===== src/rtl/hpt_pkg.sv =====
// Shared types of the hashed page table lookup engine.
// Assumes nothing beyond IEEE 1800-2017 packages.
package hpt_pkg;
    // Outcome code of one lookup as seen on res_kind.
    typedef enum logic [1:0] {
        RES_NONE  = 2'd0,
        RES_HIT   = 2'd1,
        RES_FAULT = 2'd2,
        RES_MISS  = 2'd3
    } res_kind_e;
endpackage


===== src/rtl/hpt_hash.sv =====
// Slot hash unit: folds a page number and a process identifier into the
// primary slot number, and derives the alternate slot by complementing it.
// Assumes VPN_W is even and SLOT_BITS is not wider than the folded sum.
module hpt_hash #(
    parameter int VPN_W     = 20,
    parameter int PID_W     = 8,
    parameter int SLOT_BITS = 4
) (
    input  logic [VPN_W-1:0]     vpn,
    input  logic [PID_W-1:0]     pid,
    output logic [SLOT_BITS-1:0] slot_pri,
    output logic [SLOT_BITS-1:0] slot_alt
);
    localparam int HALF  = VPN_W / 2;
    localparam int SUM_W = ((HALF > PID_W) ? HALF : PID_W) + 1;

    logic [HALF-1:0]  folded;
    logic [SUM_W-1:0] sum;

    // Fold the page number and add the process identifier.
    always_comb begin
        folded   = vpn[VPN_W-1:HALF] ^ vpn[HALF-1:0];
        sum      = SUM_W'(folded) + SUM_W'(pid);
        slot_pri = sum[SLOT_BITS-1:0];
        slot_alt = ~sum[SLOT_BITS-1:0];
    end
endmodule


===== src/rtl/hpt_entry_cmp.sv =====
// Entry decoder: splits one table word into its fields and reports whether
// it is a valid entry tagged with the requested page number and process.
// Layout (MSB first): valid, resident, vpn, pid, stored page number.
module hpt_entry_cmp #(
    parameter int VPN_W = 20,
    parameter int PID_W = 8,
    parameter int PPN_W = 20
) (
    input  logic [VPN_W+PID_W+PPN_W+1:0] entry,
    input  logic [VPN_W-1:0]             vpn,
    input  logic [PID_W-1:0]             pid,
    output logic                         match,
    output logic                         resident,
    output logic [PPN_W-1:0]             page_num
);
    localparam int PID_LO = PPN_W;
    localparam int VPN_LO = PPN_W + PID_W;
    localparam int RES_B  = VPN_LO + VPN_W;
    localparam int VAL_B  = RES_B + 1;

    logic             e_valid;
    logic [VPN_W-1:0] e_vpn;
    logic [PID_W-1:0] e_pid;

    // Field extraction and tag comparison.
    always_comb begin
        e_valid  = entry[VAL_B];
        resident = entry[RES_B];
        e_vpn    = entry[VPN_LO +: VPN_W];
        e_pid    = entry[PID_LO +: PID_W];
        page_num = entry[PPN_W-1:0];
        match    = e_valid && (e_vpn == vpn) && (e_pid == pid);
    end
endmodule


===== src/rtl/hpt_ctrl.sv =====
// Scan sequencer: walks the entries of the primary slot, then those of the
// alternate slot, one memory read at a time, and records the outcome.
// Assumes the memory returns exactly one response per accepted read.
module hpt_ctrl
    import hpt_pkg::*;
#(
    parameter int WAYS  = 8,
    parameter int PPN_W = 20
) (
    input  logic                    clk,
    input  logic                    rst_n,
    input  logic                    req_valid,
    output logic                    req_ready,
    output logic                    capture,
    output logic                    mem_req_valid,
    input  logic                    mem_req_ready,
    input  logic                    mem_rsp_valid,
    input  logic                    ent_match,
    input  logic                    ent_resident,
    input  logic [PPN_W-1:0]        ent_num,
    output logic                    slot_sel,
    output logic [$clog2(WAYS)-1:0] way_idx,
    output logic                    res_valid,
    output res_kind_e               res_kind,
    output logic [PPN_W-1:0]        res_ppn
);
    localparam int WAY_W = $clog2(WAYS);
    localparam logic [WAY_W-1:0] LAST_WAY = WAY_W'(WAYS - 1);

    typedef enum logic [1:0] {S_IDLE, S_ISSUE, S_WAIT, S_RESP} state_e;
    state_e state;

    // Handshake outputs decoded from the state.
    always_comb begin
        req_ready     = (state == S_IDLE);
        capture       = (state == S_IDLE) && req_valid;
        mem_req_valid = (state == S_ISSUE);
        res_valid     = (state == S_RESP);
    end

    // Scan state, position and result registers.
    always_ff @(posedge clk) begin
        if (!rst_n) begin
            state    <= S_IDLE;
            slot_sel <= 1'b0;
            way_idx  <= '0;
            res_kind <= RES_NONE;
            res_ppn  <= '0;
        end else begin
            case (state)
                S_IDLE: begin
                    if (req_valid) begin
                        state    <= S_ISSUE;
                        slot_sel <= 1'b0;
                        way_idx  <= '0;
                    end
                end
                S_ISSUE: begin
                    if (mem_req_ready) begin
                        state <= S_WAIT;
                    end
                end
                S_WAIT: begin
                    if (mem_rsp_valid) begin
                        if (ent_match) begin
                            res_kind <= ent_resident ? RES_HIT : RES_FAULT;
                            res_ppn  <= ent_num;
                            state    <= S_RESP;
                        end else if (way_idx == LAST_WAY) begin
                            if (!slot_sel) begin
                                slot_sel <= 1'b1;
                                way_idx  <= '0;
                                state    <= S_ISSUE;
                            end else begin
                                res_kind <= RES_MISS;
                                res_ppn  <= '0;
                                state    <= S_RESP;
                            end
                        end else begin
                            way_idx <= way_idx + 1'b1;
                            state   <= S_ISSUE;
                        end
                    end
                end
                default: begin
                    state <= S_IDLE;
                end
            endcase
        end
    end
endmodule


===== src/rtl/hpt_walker.sv =====
// Hashed page table lookup engine, top level. Captures a request, hashes
// it to two candidate slots, forms entry word addresses from the table base
// and returns hit, page fault or miss. Memory is word addressed, one entry
// per word; the table base is sampled when the request is taken.
module hpt_walker
    import hpt_pkg::*;
#(
    parameter int VPN_W     = 20,
    parameter int PID_W     = 8,
    parameter int PPN_W     = 20,
    parameter int PA_W      = 32,
    parameter int SLOT_BITS = 4,
    parameter int WAYS      = 8
) (
    input  logic                         clk,
    input  logic                         rst_n,
    input  logic [PA_W-1:0]              tbl_base,
    input  logic                         req_valid,
    output logic                         req_ready,
    input  logic [VPN_W-1:0]             req_vpn,
    input  logic [PID_W-1:0]             req_pid,
    output logic                         mem_req_valid,
    input  logic                         mem_req_ready,
    output logic [PA_W-1:0]              mem_req_addr,
    input  logic                         mem_rsp_valid,
    input  logic [VPN_W+PID_W+PPN_W+1:0] mem_rsp_data,
    output logic                         res_valid,
    output logic [1:0]                   res_kind,
    output logic [PPN_W-1:0]             res_ppn
);
    localparam int WAY_W = $clog2(WAYS);
    localparam int OFF_W = SLOT_BITS + WAY_W;

    logic [VPN_W-1:0]     vpn_q;
    logic [PID_W-1:0]     pid_q;
    logic [PA_W-1:0]      base_q;
    logic                 capture;
    logic [SLOT_BITS-1:0] slot_pri, slot_alt, slot_cur;
    logic                 slot_sel;
    logic [WAY_W-1:0]     way_idx;
    logic                 ent_match, ent_resident;
    logic [PPN_W-1:0]     ent_num;
    res_kind_e            kind_q;
    logic [OFF_W-1:0]     entry_off;

    // Request capture while idle.
    always_ff @(posedge clk) begin
        if (!rst_n) begin
            vpn_q  <= '0;
            pid_q  <= '0;
            base_q <= '0;
        end else if (capture) begin
            vpn_q  <= req_vpn;
            pid_q  <= req_pid;
            base_q <= tbl_base;
        end
    end

    hpt_hash #(.VPN_W(VPN_W), .PID_W(PID_W), .SLOT_BITS(SLOT_BITS)) u_hash (
        .vpn      (vpn_q),
        .pid      (pid_q),
        .slot_pri (slot_pri),
        .slot_alt (slot_alt)
    );

    hpt_entry_cmp #(.VPN_W(VPN_W), .PID_W(PID_W), .PPN_W(PPN_W)) u_cmp (
        .entry    (mem_rsp_data),
        .vpn      (vpn_q),
        .pid      (pid_q),
        .match    (ent_match),
        .resident (ent_resident),
        .page_num (ent_num)
    );

    hpt_ctrl #(.WAYS(WAYS), .PPN_W(PPN_W)) u_ctrl (
        .clk           (clk),
        .rst_n         (rst_n),
        .req_valid     (req_valid),
        .req_ready     (req_ready),
        .capture       (capture),
        .mem_req_valid (mem_req_valid),
        .mem_req_ready (mem_req_ready),
        .mem_rsp_valid (mem_rsp_valid),
        .ent_match     (ent_match),
        .ent_resident  (ent_resident),
        .ent_num       (ent_num),
        .slot_sel      (slot_sel),
        .way_idx       (way_idx),
        .res_valid     (res_valid),
        .res_kind      (kind_q),
        .res_ppn       (res_ppn)
    );

    // Entry address: base plus slot-major, way-minor word offset.
    always_comb begin
        slot_cur     = slot_sel ? slot_alt : slot_pri;
        entry_off    = {slot_cur, way_idx};
        mem_req_addr = base_q + PA_W'(entry_off);
        res_kind     = kind_q;
    end
endmodule


===== config.mk =====
export PLATFORM = sky130hd
export DESIGN_NAME = hpt_walker
export DESIGN_NICKNAME = d
export VERILOG_FILES = /design/src/rtl/hpt_pkg.sv /design/src/rtl/hpt_hash.sv /design/src/rtl/hpt_entry_cmp.sv /design/src/rtl/hpt_ctrl.sv /design/src/rtl/hpt_walker.sv
export SDC_FILE = /design/constraint.sdc
export NUM_CORES = 1
export LEC_CHECK = 0
export ABC_AREA = 0
export CORE_MARGIN = 1.5
export CORE_UTILIZATION = 50
export CTS_CLUSTER_DIAMETER = 60
export DETAILED_ROUTE_END_ITERATION = 6
export DONT_BUFFER_PORTS = 1
export PLACE_DENSITY = 0.68
export SLEW_MARGIN = 20
export SYNTH_ARGS = -nofsm -noshare
export SYNTH_HDL_FRONTEND = slang
export SYNTH_SLANG_ARGS = --single-unit

===== constraint.sdc =====
create_clock -name clk -period 3.7 [get_ports clk]
set_clock_uncertainty 0.05 [all_clocks]
set_input_delay 0.74 -clock clk [delete_from_list [all_inputs] [get_ports clk]]
set_output_delay 0.74 -clock clk [all_outputs]
set_load 0.01 [all_outputs]

After elaboration in Yosys (flattened, before gate mapping)
Index checks and enable logic that the tools add are counted.
{"block": "classes", "bitwise": 2, "n_reduce_logical": 11, "mux": 26, "addsub": 3, "n_eq_ne": 12}
{"op": "two-way mux 20 bit", "count": 3}
{"op": "adder 32 x 7 -> 32 bit", "count": 1}
{"op": "== test 20 bit", "count": 1}
{"op": "two-way mux 2 bit", "count": 10}
{"op": "two-way mux 3 bit", "count": 5}
{"op": "AND reduction 5 bit", "count": 2}
{"op": "== test 8 bit", "count": 1}
{"op": "!= test 2 bit, second input constant", "count": 3}
{"op": "one-hot mux 2 bit (3 select lines)", "count": 1}
{"op": "one-hot mux 3 bit (2 select lines)", "count": 1}
{"op": "nonzero test 2 bit", "count": 3}
{"op": "adder 4 bit", "count": 1}
{"op": "== test 2 bit, second input constant", "count": 2}
{"op": "two-way mux 1 bit", "count": 4}
{"op": "two-way mux 4 bit", "count": 1}
{"op": "!= test 2 x 1 -> 1 bit, second input constant", "count": 2}
{"op": "inverter 4 bit", "count": 1}
{"op": "AND reduction 4 bit", "count": 1}
{"op": "bitwise XOR 4 bit", "count": 1}
{"op": "adder 3 x 1 -> 3 bit, second input constant", "count": 1}
{"op": "== test 3 bit, second input constant", "count": 1}
{"op": "logical AND 1 bit", "count": 3}
{"op": "!= test 3 bit, second input constant", "count": 1}
{"op": "AND reduction 3 bit", "count": 1}
{"op": "3 further kinds", "count": 3}
{"block": "word_totals", "register_bits": 88, "in_bits": 115, "elab_cells": 62}

Logic depth before layout (Yosys ltp)
Gate-level depths: netlist of the first run.
{"block": "logic_depth", "ltp_word": 6, "mapped_depth": 13, "ltp_nobuf": 13}

Cells and area by module
From an unflattened synthesis of the first run, not the netlist that was laid out.
{"block": "unflattened", "cells_unflattened": 521, "area_unflattened_um2": 5036.1}
{"mod": "hpt_walker", "area_each_um2": 3106.7, "n_inst": 1, "cells_each": 306, "seq_area_each_um2": 1201.2}
{"mod": "hpt_ctrl", "area_each_um2": 1305.0, "n_inst": 1, "cells_each": 139, "seq_area_each_um2": 560.5}
{"mod": "hpt_entry_cmp", "area_each_um2": 469.2, "n_inst": 1, "cells_each": 59, "seq_area_each_um2": 0.0}
{"mod": "hpt_hash", "area_each_um2": 155.1, "n_inst": 1, "cells_each": 17, "seq_area_each_um2": 0.0}

Worst setup path before layout of the first run
No wires, ideal clock.
{"block": "synth_timing", "path_type": "flip-flop to output port", "from": "reg vpn_q[0]", "to": "out mem_req_addr[21]", "n_path_buf": 0, "stages_incl_launch_ff": 14, "t_arrival_ns": 2.924, "slack_ns": -0.014, "cell_sequence": "dfxtp_1 -> xor2_1 -> ha_1 -> inv_1 -> fa_1 -> xor2_1 -> xnor2_1 -> ha_1 -> o21ai_0 -> nand2b_1 -> a21oi_1 -> nor4_2 -> nand4_1 -> xnor2_1"}
{"block": "synth_via", "elab_chain_len": 5}
{"element": "from (decl)", "line_no": "hpt_walker.sv:34", "source": "logic [VPN_W-1:0] vpn_q;"}
{"element": "from (signal assigned)", "line_no": "hpt_walker.sv:53", "source": "vpn_q <= req_vpn;"}
{"element": "bitwise XOR 4 bit (*)", "line_no": "hpt_hash.sv:22", "source": "folded = vpn[VPN_W-1:HALF] ^ vpn[HALF-1:0];"}
{"element": "adder 4 bit (*)", "line_no": "hpt_hash.sv:23", "source": "sum = SUM_W'(folded) + SUM_W'(pid);"}
{"element": "inverter 4 bit", "line_no": "hpt_hash.sv:25", "source": "slot_alt = ~sum[SLOT_BITS-1:0];"}
{"element": "two-way mux 4 bit (*)", "line_no": "hpt_walker.sv:96", "source": "slot_cur = slot_sel ? slot_alt : slot_pri;"}
{"element": "adder 32 x 7 -> 32 bit (*)", "line_no": "hpt_walker.sv:98", "source": "mem_req_addr = base_q + PA_W'(entry_off);"}
{"element": "to (decl)", "line_no": "hpt_walker.sv:24", "source": "output logic [PA_W-1:0] mem_req_addr,"}
Every way passes the cells marked *; elsewhere a longest branch is shown, timed or not.

Final worst setup path of the first run
{"block": "layout_timing", "from": "reg vpn_q[10]", "to": "out mem_req_addr[25]"}
Same word-level chain as after synthesis.

==> metrics.csv, run 1 <==
metric,value,unit
status,finished with violations,
violations,setup timing,
grt_pass1_vias,3740,
grt_pass1_wl,18.1,mm
fmax,0.256,GHz
dp_worst_setup_slack,-32.3,ps
die_w,99.3,um
p_per_area,384,nW/um2
synthTopCellsByArea,"dfxtp_1, nand2_1, a21boi_0, xor2_1, xnor2_1",
hold_violations,0,
period_needed,3910,ps
grt_max_degree,91,
dr.pass1.iters,6,
slowest_delay,370,ps
slew_headroom,42.8,%
power_switching,598,uW
core,8850,um2
rsz0062_at_grt,true,
drc,0,
clock_path_buffers,2,
wl_per_cell,16.7,um
hold_path_startpoint,base_q[6],
antenna_cells,0,
vias_per_cell,5.59,
yosys.cell_types.count,47,
critical_path_buf_inv_count,3,
port_buffers,0,
synth_area_per_cell,8.15,um2
min-delay-path-class,flip-flop to flip-flop,
fin_nets,705,
yosys_most_used_dff,dfxtp_1,
swShare,28.5,%
syn_to_final_growth,17.8,%
fin_area,5470,um2
place_area,4770,um2
hpwl,7.86,mm
antenna_found_initial,0,
finalMaxSlewViolations,0,
crit_start,vpn_q[10],
required,2910,ps
ant_nets,0,
clock_latency,350,ps
syn-cell-area,4640,um2
dieArea,9870,um2
synth_cells,569,
worst_setup_path_end_kind,primary output,
clk_pin_slew,80,ps
die_y,99.3,um
r2r-start,vpn_q[0],
grtUsageTotal,22.8,%
initial_core_util,52.4,%
power.internal,1500,uW
cts_made_buffers,9,
routabilityCongestion,0.819,
crit_slowest_cell,ha_2,
finalSetupViolCount,25,
cap_viol_max_count,0,
yosys.area.top_type,dfxtp_1,
routed_wirelength,11.5,mm
num_vias,3847,
synth-seq-cells,88,
cts_root_buffer,clkbuf_8,
fin_crit_sh,106,%
drive_above_1_share,17.9,%
cpMostUsedCell,ha_2,
setup.worst_path.start_class,flip-flop,
syn-num-nets,698,
worst_ir_drop_vdd,0.262,mV
fin_ws,-210,ps
yosysWarnings,0,
drtIter0Drc,180,
combPwrFrac,17.2,%
ys_seq_area_share,38.0,%
critPathKind,flip-flop to primary output,
synth_edf_count,0,
cts_htree_levels,3,
p_clk_share,33.1,%
synth_top_cell_area_share,38.0,%
fp-row-count,34,
cts.sinks,88,
ios,172,
cp_top_family,adder cells,
cp.arrival,3120,ps
leakage,0.00228,uW
cp_cell_sequence,"xor2_2, ha_2, inv_2, fa_2, xor2_1, xnor2_1, ha_2, o21ai_1, nand2b_1, a21oi_2, nor4_4, buf_6, buf_4, nand4_1, xnor2_2",
tritoncts,built,
grt-ovfl-total,0,
ys_async_sr_fraction,0,%
final_util,61.8,%
tightestPinTransition,856,ps
p_seq_share,49.7,%
critPathMaxFanout,4,
## state kept, by name, summed over array words and instances (netlist names)
name,flops
pid_q,8
u_ctrl.state,2
vpn_q,20
u_ctrl.res_ppn,20
base_q,32
u_ctrl.way_idx,3
u_ctrl.slot_sel,1
u_ctrl.res_kind,2
## repair_timing
item / in CTS / in global routing
setup endpoints to repair: 25 / 26
gates cloned: 1 / 0
setup buffers: 9 / 5
pin swaps: 17 / 28
hold buffers: 0 / 0
gates resized for setup: 35 / 42
hold endpoints to repair: 0 / 0
## stage by stage
stage	hold slack (ps)	power, uW	cells	setup TNS (ps)
after floorplan	398	1290	569	0
after CTS	425	2080	685	-4340
after global placement	408	1350	660	0
after global routing	451	2200	688	-7220
after detailed placement	411	1360	660	-32.3
final	424	2100	688	-3320
## path summary, 6_finish.rpt
| kind | cells after the start | slack, ps | endpoint |
|---|---|---|---|
| worst max-delay path | 15 | -210 | mem_req_addr[25] |
| worst min-delay path | 2 | 420 | base_q[6] |
| worst max register to register | 9 | 1070 | u_ctrl.res_kind[1] |
| worst min register to register | 2 | 420 | base_q[6] |
## metal layers
layer	up-vias	share of wire (%)	routed length, um	GRT usage [%]
li1	1902	-	-	-
met1	1802	42	4870	29.2
met2	137	49	5700	37.7
met3	6	7.7	887	6.68
met4	0	0.60	69	5.85
met5	-	0	0	0
## cells in the final DEF (no fill, tap or decap), types with 5 or more instances in the layout
| cell type | instances |
|---|---|
| a21boi_1 | 20 |
| dfxtp_1 | 84 |
| ha_1 | 9 |
| buf_4 | 21 |
| clkbuf_8 | 11 |
| and2_1 | 5 |
| nand2_1 | 158 |
| buf_6 | 6 |
| xnor2_2 | 11 |
| a21boi_0 | 60 |
| xor2_2 | 12 |
| xor2_1 | 32 |
| inv_1 | 12 |
| and3_1 | 5 |
| nand4_1 | 6 |
| nand3_1 | 9 |
| nor2_1 | 8 |
| xnor2_1 | 10 |
| nor4_1 | 5 |
| o21ai_0 | 22 |
## power groups by stage
stage	Combinational, uW	Clock, uW	Sequential (uW)
6_report	361	695	1040
2_1_floorplan	241	0	1050
3_5_place_dp	300	0	1060
3_3_place_gp	293	0	1060
5_1_grt	399	754	1050
4_1_cts	335	711	1040
## cells by family (layout without fill, tap and decap cells)
kind of cell / Yosys count / after routing / synth area share [%]
buffers and inverters: 46 / 57 / 3.94
xor gates and xnor gates: 65 / 65 / 12.3
adders and majority gates: 14 / 14 / 4.10
muxes: 1 / 1 / 0.216
AOI/OAI and AO/OA: 130 / 130 / 19.9
DFF: 88 / 88 / 38.0
and+or+nand+nor: 225 / 225 / 21.6
## layout make-up
type	instances	area, um2
Sequential cell	88	1770
Multi-Input combinational cell	435	3080
Fill cell	797	3380
Inverter	14	52.6
Timing Repair Buffer	28	230
Clock inverter	4	53.8
Tap cell	108	135
Clock buffer	11	151
## synthesized netlist by cell type (all sizes together), types with 2 or more instances
master	n
a21boi	80
a21o	3
a21oi	6
and2	6
and3	5
buf	2
clkbuf	30
dfxtp	88
fa	2
ha	12
inv	14
nand2	159
nand2b	2
nand3	9
nand4	6
nor2	12
nor2b	3
nor3	7
nor3b	2
nor4	9
o2111ai	2
o21a	4
o21ai	24
xnor2	21
xor2	44
## worst reg2reg max path: stages, from the launching register on
cell and delay, ps:
dfxtp_2 360, buf_4 100, buf_4 110, inv_2 30
a222oi_1 300, or4b_4 560, nor4_4 570, buf_4 290
nand2_1 70, o211a_1 110
No activity file was read; power rests on OpenSTA's default activity.
==> run 2: changes to the inputs <==
--- a/config.mk
+++ b/config.mk
@@ -6,7 +6,7 @@
 export NUM_CORES = 1
 export LEC_CHECK = 0
 export ABC_AREA = 0
-export CORE_MARGIN = 1.5
+export CORE_MARGIN = 2
 export CORE_UTILIZATION = 50
 export CTS_CLUSTER_DIAMETER = 60
 export DETAILED_ROUTE_END_ITERATION = 6
==> constraint.sdc (replaced) <==
create_clock -name clk -period 3.4 [get_ports clk]
set_clock_uncertainty 0.05 [all_clocks]
set_input_delay 0.68 -clock clk [delete_from_list [all_inputs] [get_ports clk]]
set_output_delay 0.68 -clock clk [all_outputs]
set_load 0.01 [all_outputs]
==> run 2 against run 1 <==
The flow still finishes with violations (setup timing). Non-clock buffer count up 5. Power up 9.9%. First-iteration DRC count down 26%. Sequential share of layout area down 0.57 points. Final cell count up 1.3%. Critical path type unchanged. Largest cell class unchanged.
==> metrics.csv, run 2 (synthesis gave the netlist of run 1 again) <==
metric,value,unit
antenna_found_initial,0,
ios,172,
reg2reg_slack,830,ps
rsz0062_at_grt,true,
die_w,100,um
fp-row-count,35,
p_seq_share,49.1,%
grt_max_degree,91,
required,2670,ps
fin_area,5560,um2
syn_to_final_growth,19.8,%
clock_path_buffers,2,
core,9110,um2
final_common_cell,nand2_1,
cts_made_buffers,9,
drc,0,
worst_ir_drop_vdd,0.289,mV
ant_nets,0,
routed_wirelength,11.7,mm
status,finished with violations,
grtUsageTotal,23.4,%
fin_nets,710,
p_per_area,415,nW/um2
num_vias,3916,
cts.sinks,88,
combPwrFrac,17.5,%
tritoncts,built,
wl_per_cell,16.8,um
largest_reg_flops,32,
violations,setup timing,
critPathMaxFanout,4,
leakage,0.00234,uW
layout_common_cells,"nand2_1, dfxtp_1, a21boi_0",
period_needed,3890,ps
hold_path_startpoint,mem_rsp_data[16],
setup.worst_path.start_class,flip-flop,
hpwl,8.18,mm
finalSetupViolCount,26,
fin_tns_setup,-9150,ps
routabilityCongestion,0.833,
slew_headroom,40.5,%
swShare,28.6,%
dieArea,10100,um2
fin_ws,-488,ps
critPathKind,flip-flop to primary output,
port_buffers,0,
cap_viol_max_count,0,
drtIter0Drc,133,
largest_register,base_q,
power.internal,1650,uW
grt-ovfl-total,0,
hold_violations,0,
fin_crit_sh,114,%
p_clk_share,33.4,%
cts_root_buffer,clkbuf_8,
initial_core_util,50.9,%
reg.largest.list,"base_q: 32 flops, u_ctrl.res_ppn: 20 flops, vpn_q: 20 flops",
antenna_cells,0,
cts_hold_buf,0,
power_switching,660,uW
dr.pass1.iters,4,
r2r-start,pid_q[0],
vias_per_cell,5.62,
place_area,4890,um2
cp.arrival,3160,ps
die_y,100,um
clk_pin_slew,90,ps
grt_pass1_wl,18.9,mm
drive_above_1_share,18.6,%
worst_setup_path_end_kind,primary output,
rr_endpoint,u_ctrl.res_ppn[18],
grt_pass1_vias,3917,
cts_htree_levels,3,
worstHoldPathCells,2,
reg2regPathDepth,8,
whs_endpoint,u_ctrl.res_ppn[16],
clock_latency,350,ps
finalMaxSlewViolations,0,
tightestPinTransition,890,ps
min-delay-path-class,primary input to flip-flop,
fmax,0.257,GHz
[run 2: area by class of cell]
type | count | area [um2]
Fill cell | 775 | 3550
Multi-Input combinational cell | 435 | 3100
Sequential cell | 88 | 1760
Timing Repair Buffer | 33 | 290
Clock buffer | 11 | 151
Tap cell | 111 | 139
Clock inverter | 5 | 63.8
Inverter | 14 | 52.6
[run 2: worst max-delay path, cell delays in order (launching register included)]
cell	delay, ps
dfxtp_2	340
xor2_1	160
ha_2	210
inv_2	40
fa_2	320
xor2_1	150
xnor2_1	130
ha_2	370
o21ai_2	60
nand2b_1	110
a21oi_4	80
nor4_4	150
buf_4	170
nand4_1	150
xnor2_1	220
buf_4	140
[run 2: how the worst max path moves through the flow]
| stage | endpoint | start |
|---|---|---|
| 2_1_floorplan | mem_req_addr[23] | vpn_q[11] |
| 3_3_place_gp | mem_req_addr[31] | vpn_q[10] |
| 3_5_place_dp | mem_req_addr[31] | vpn_q[10] |
| 4_1_cts | mem_req_addr[31] | vpn_q[0] |
| 5_1_grt | mem_req_addr[31] | vpn_q[0] |
| 6_report | mem_req_addr[31] | vpn_q[0] |
[run 2: through the flow]
step                setup slack, ps  cells  power, uW  util [%]  hold slack (ps)
floorplan                      13.6    569       1410         -              397
global placement               -191    672       1490      53.7              406
detailed placement             -306    672       1510      53.7              412
CTS                            -582    695       2310      60.2              392
global route                   -679    697       2420      61.0              381
finish                         -488    697       2310      61.0              409
[run 2: power groups by stage]
stage | logic, uW | clock network (uW) | registers (uW)
floorplan | 271 | 0 | 1140
global placement | 346 | 0 | 1150
detailed placement | 356 | 0 | 1150
CTS | 384 | 791 | 1130
global route | 446 | 835 | 1140
finish | 404 | 770 | 1130
[run 2: repair_timing]
item                                    4_1_cts  5_1_grt
gates resized for setup                      55       14
setup buffers                                 7        3
endpoints found under the setup margin       26       27
pin swaps                                    27       18
gates cloned                                  1        0
[run 2: metal layers]
metal	wire [um]	vias to the layer above	global-route usage, %
li1	-	1918	-
met1	4710	1824	27.2
met2	5870	158	41.2
met3	976	16	8.15
met4	161	0	5.80
met5	0	-	0
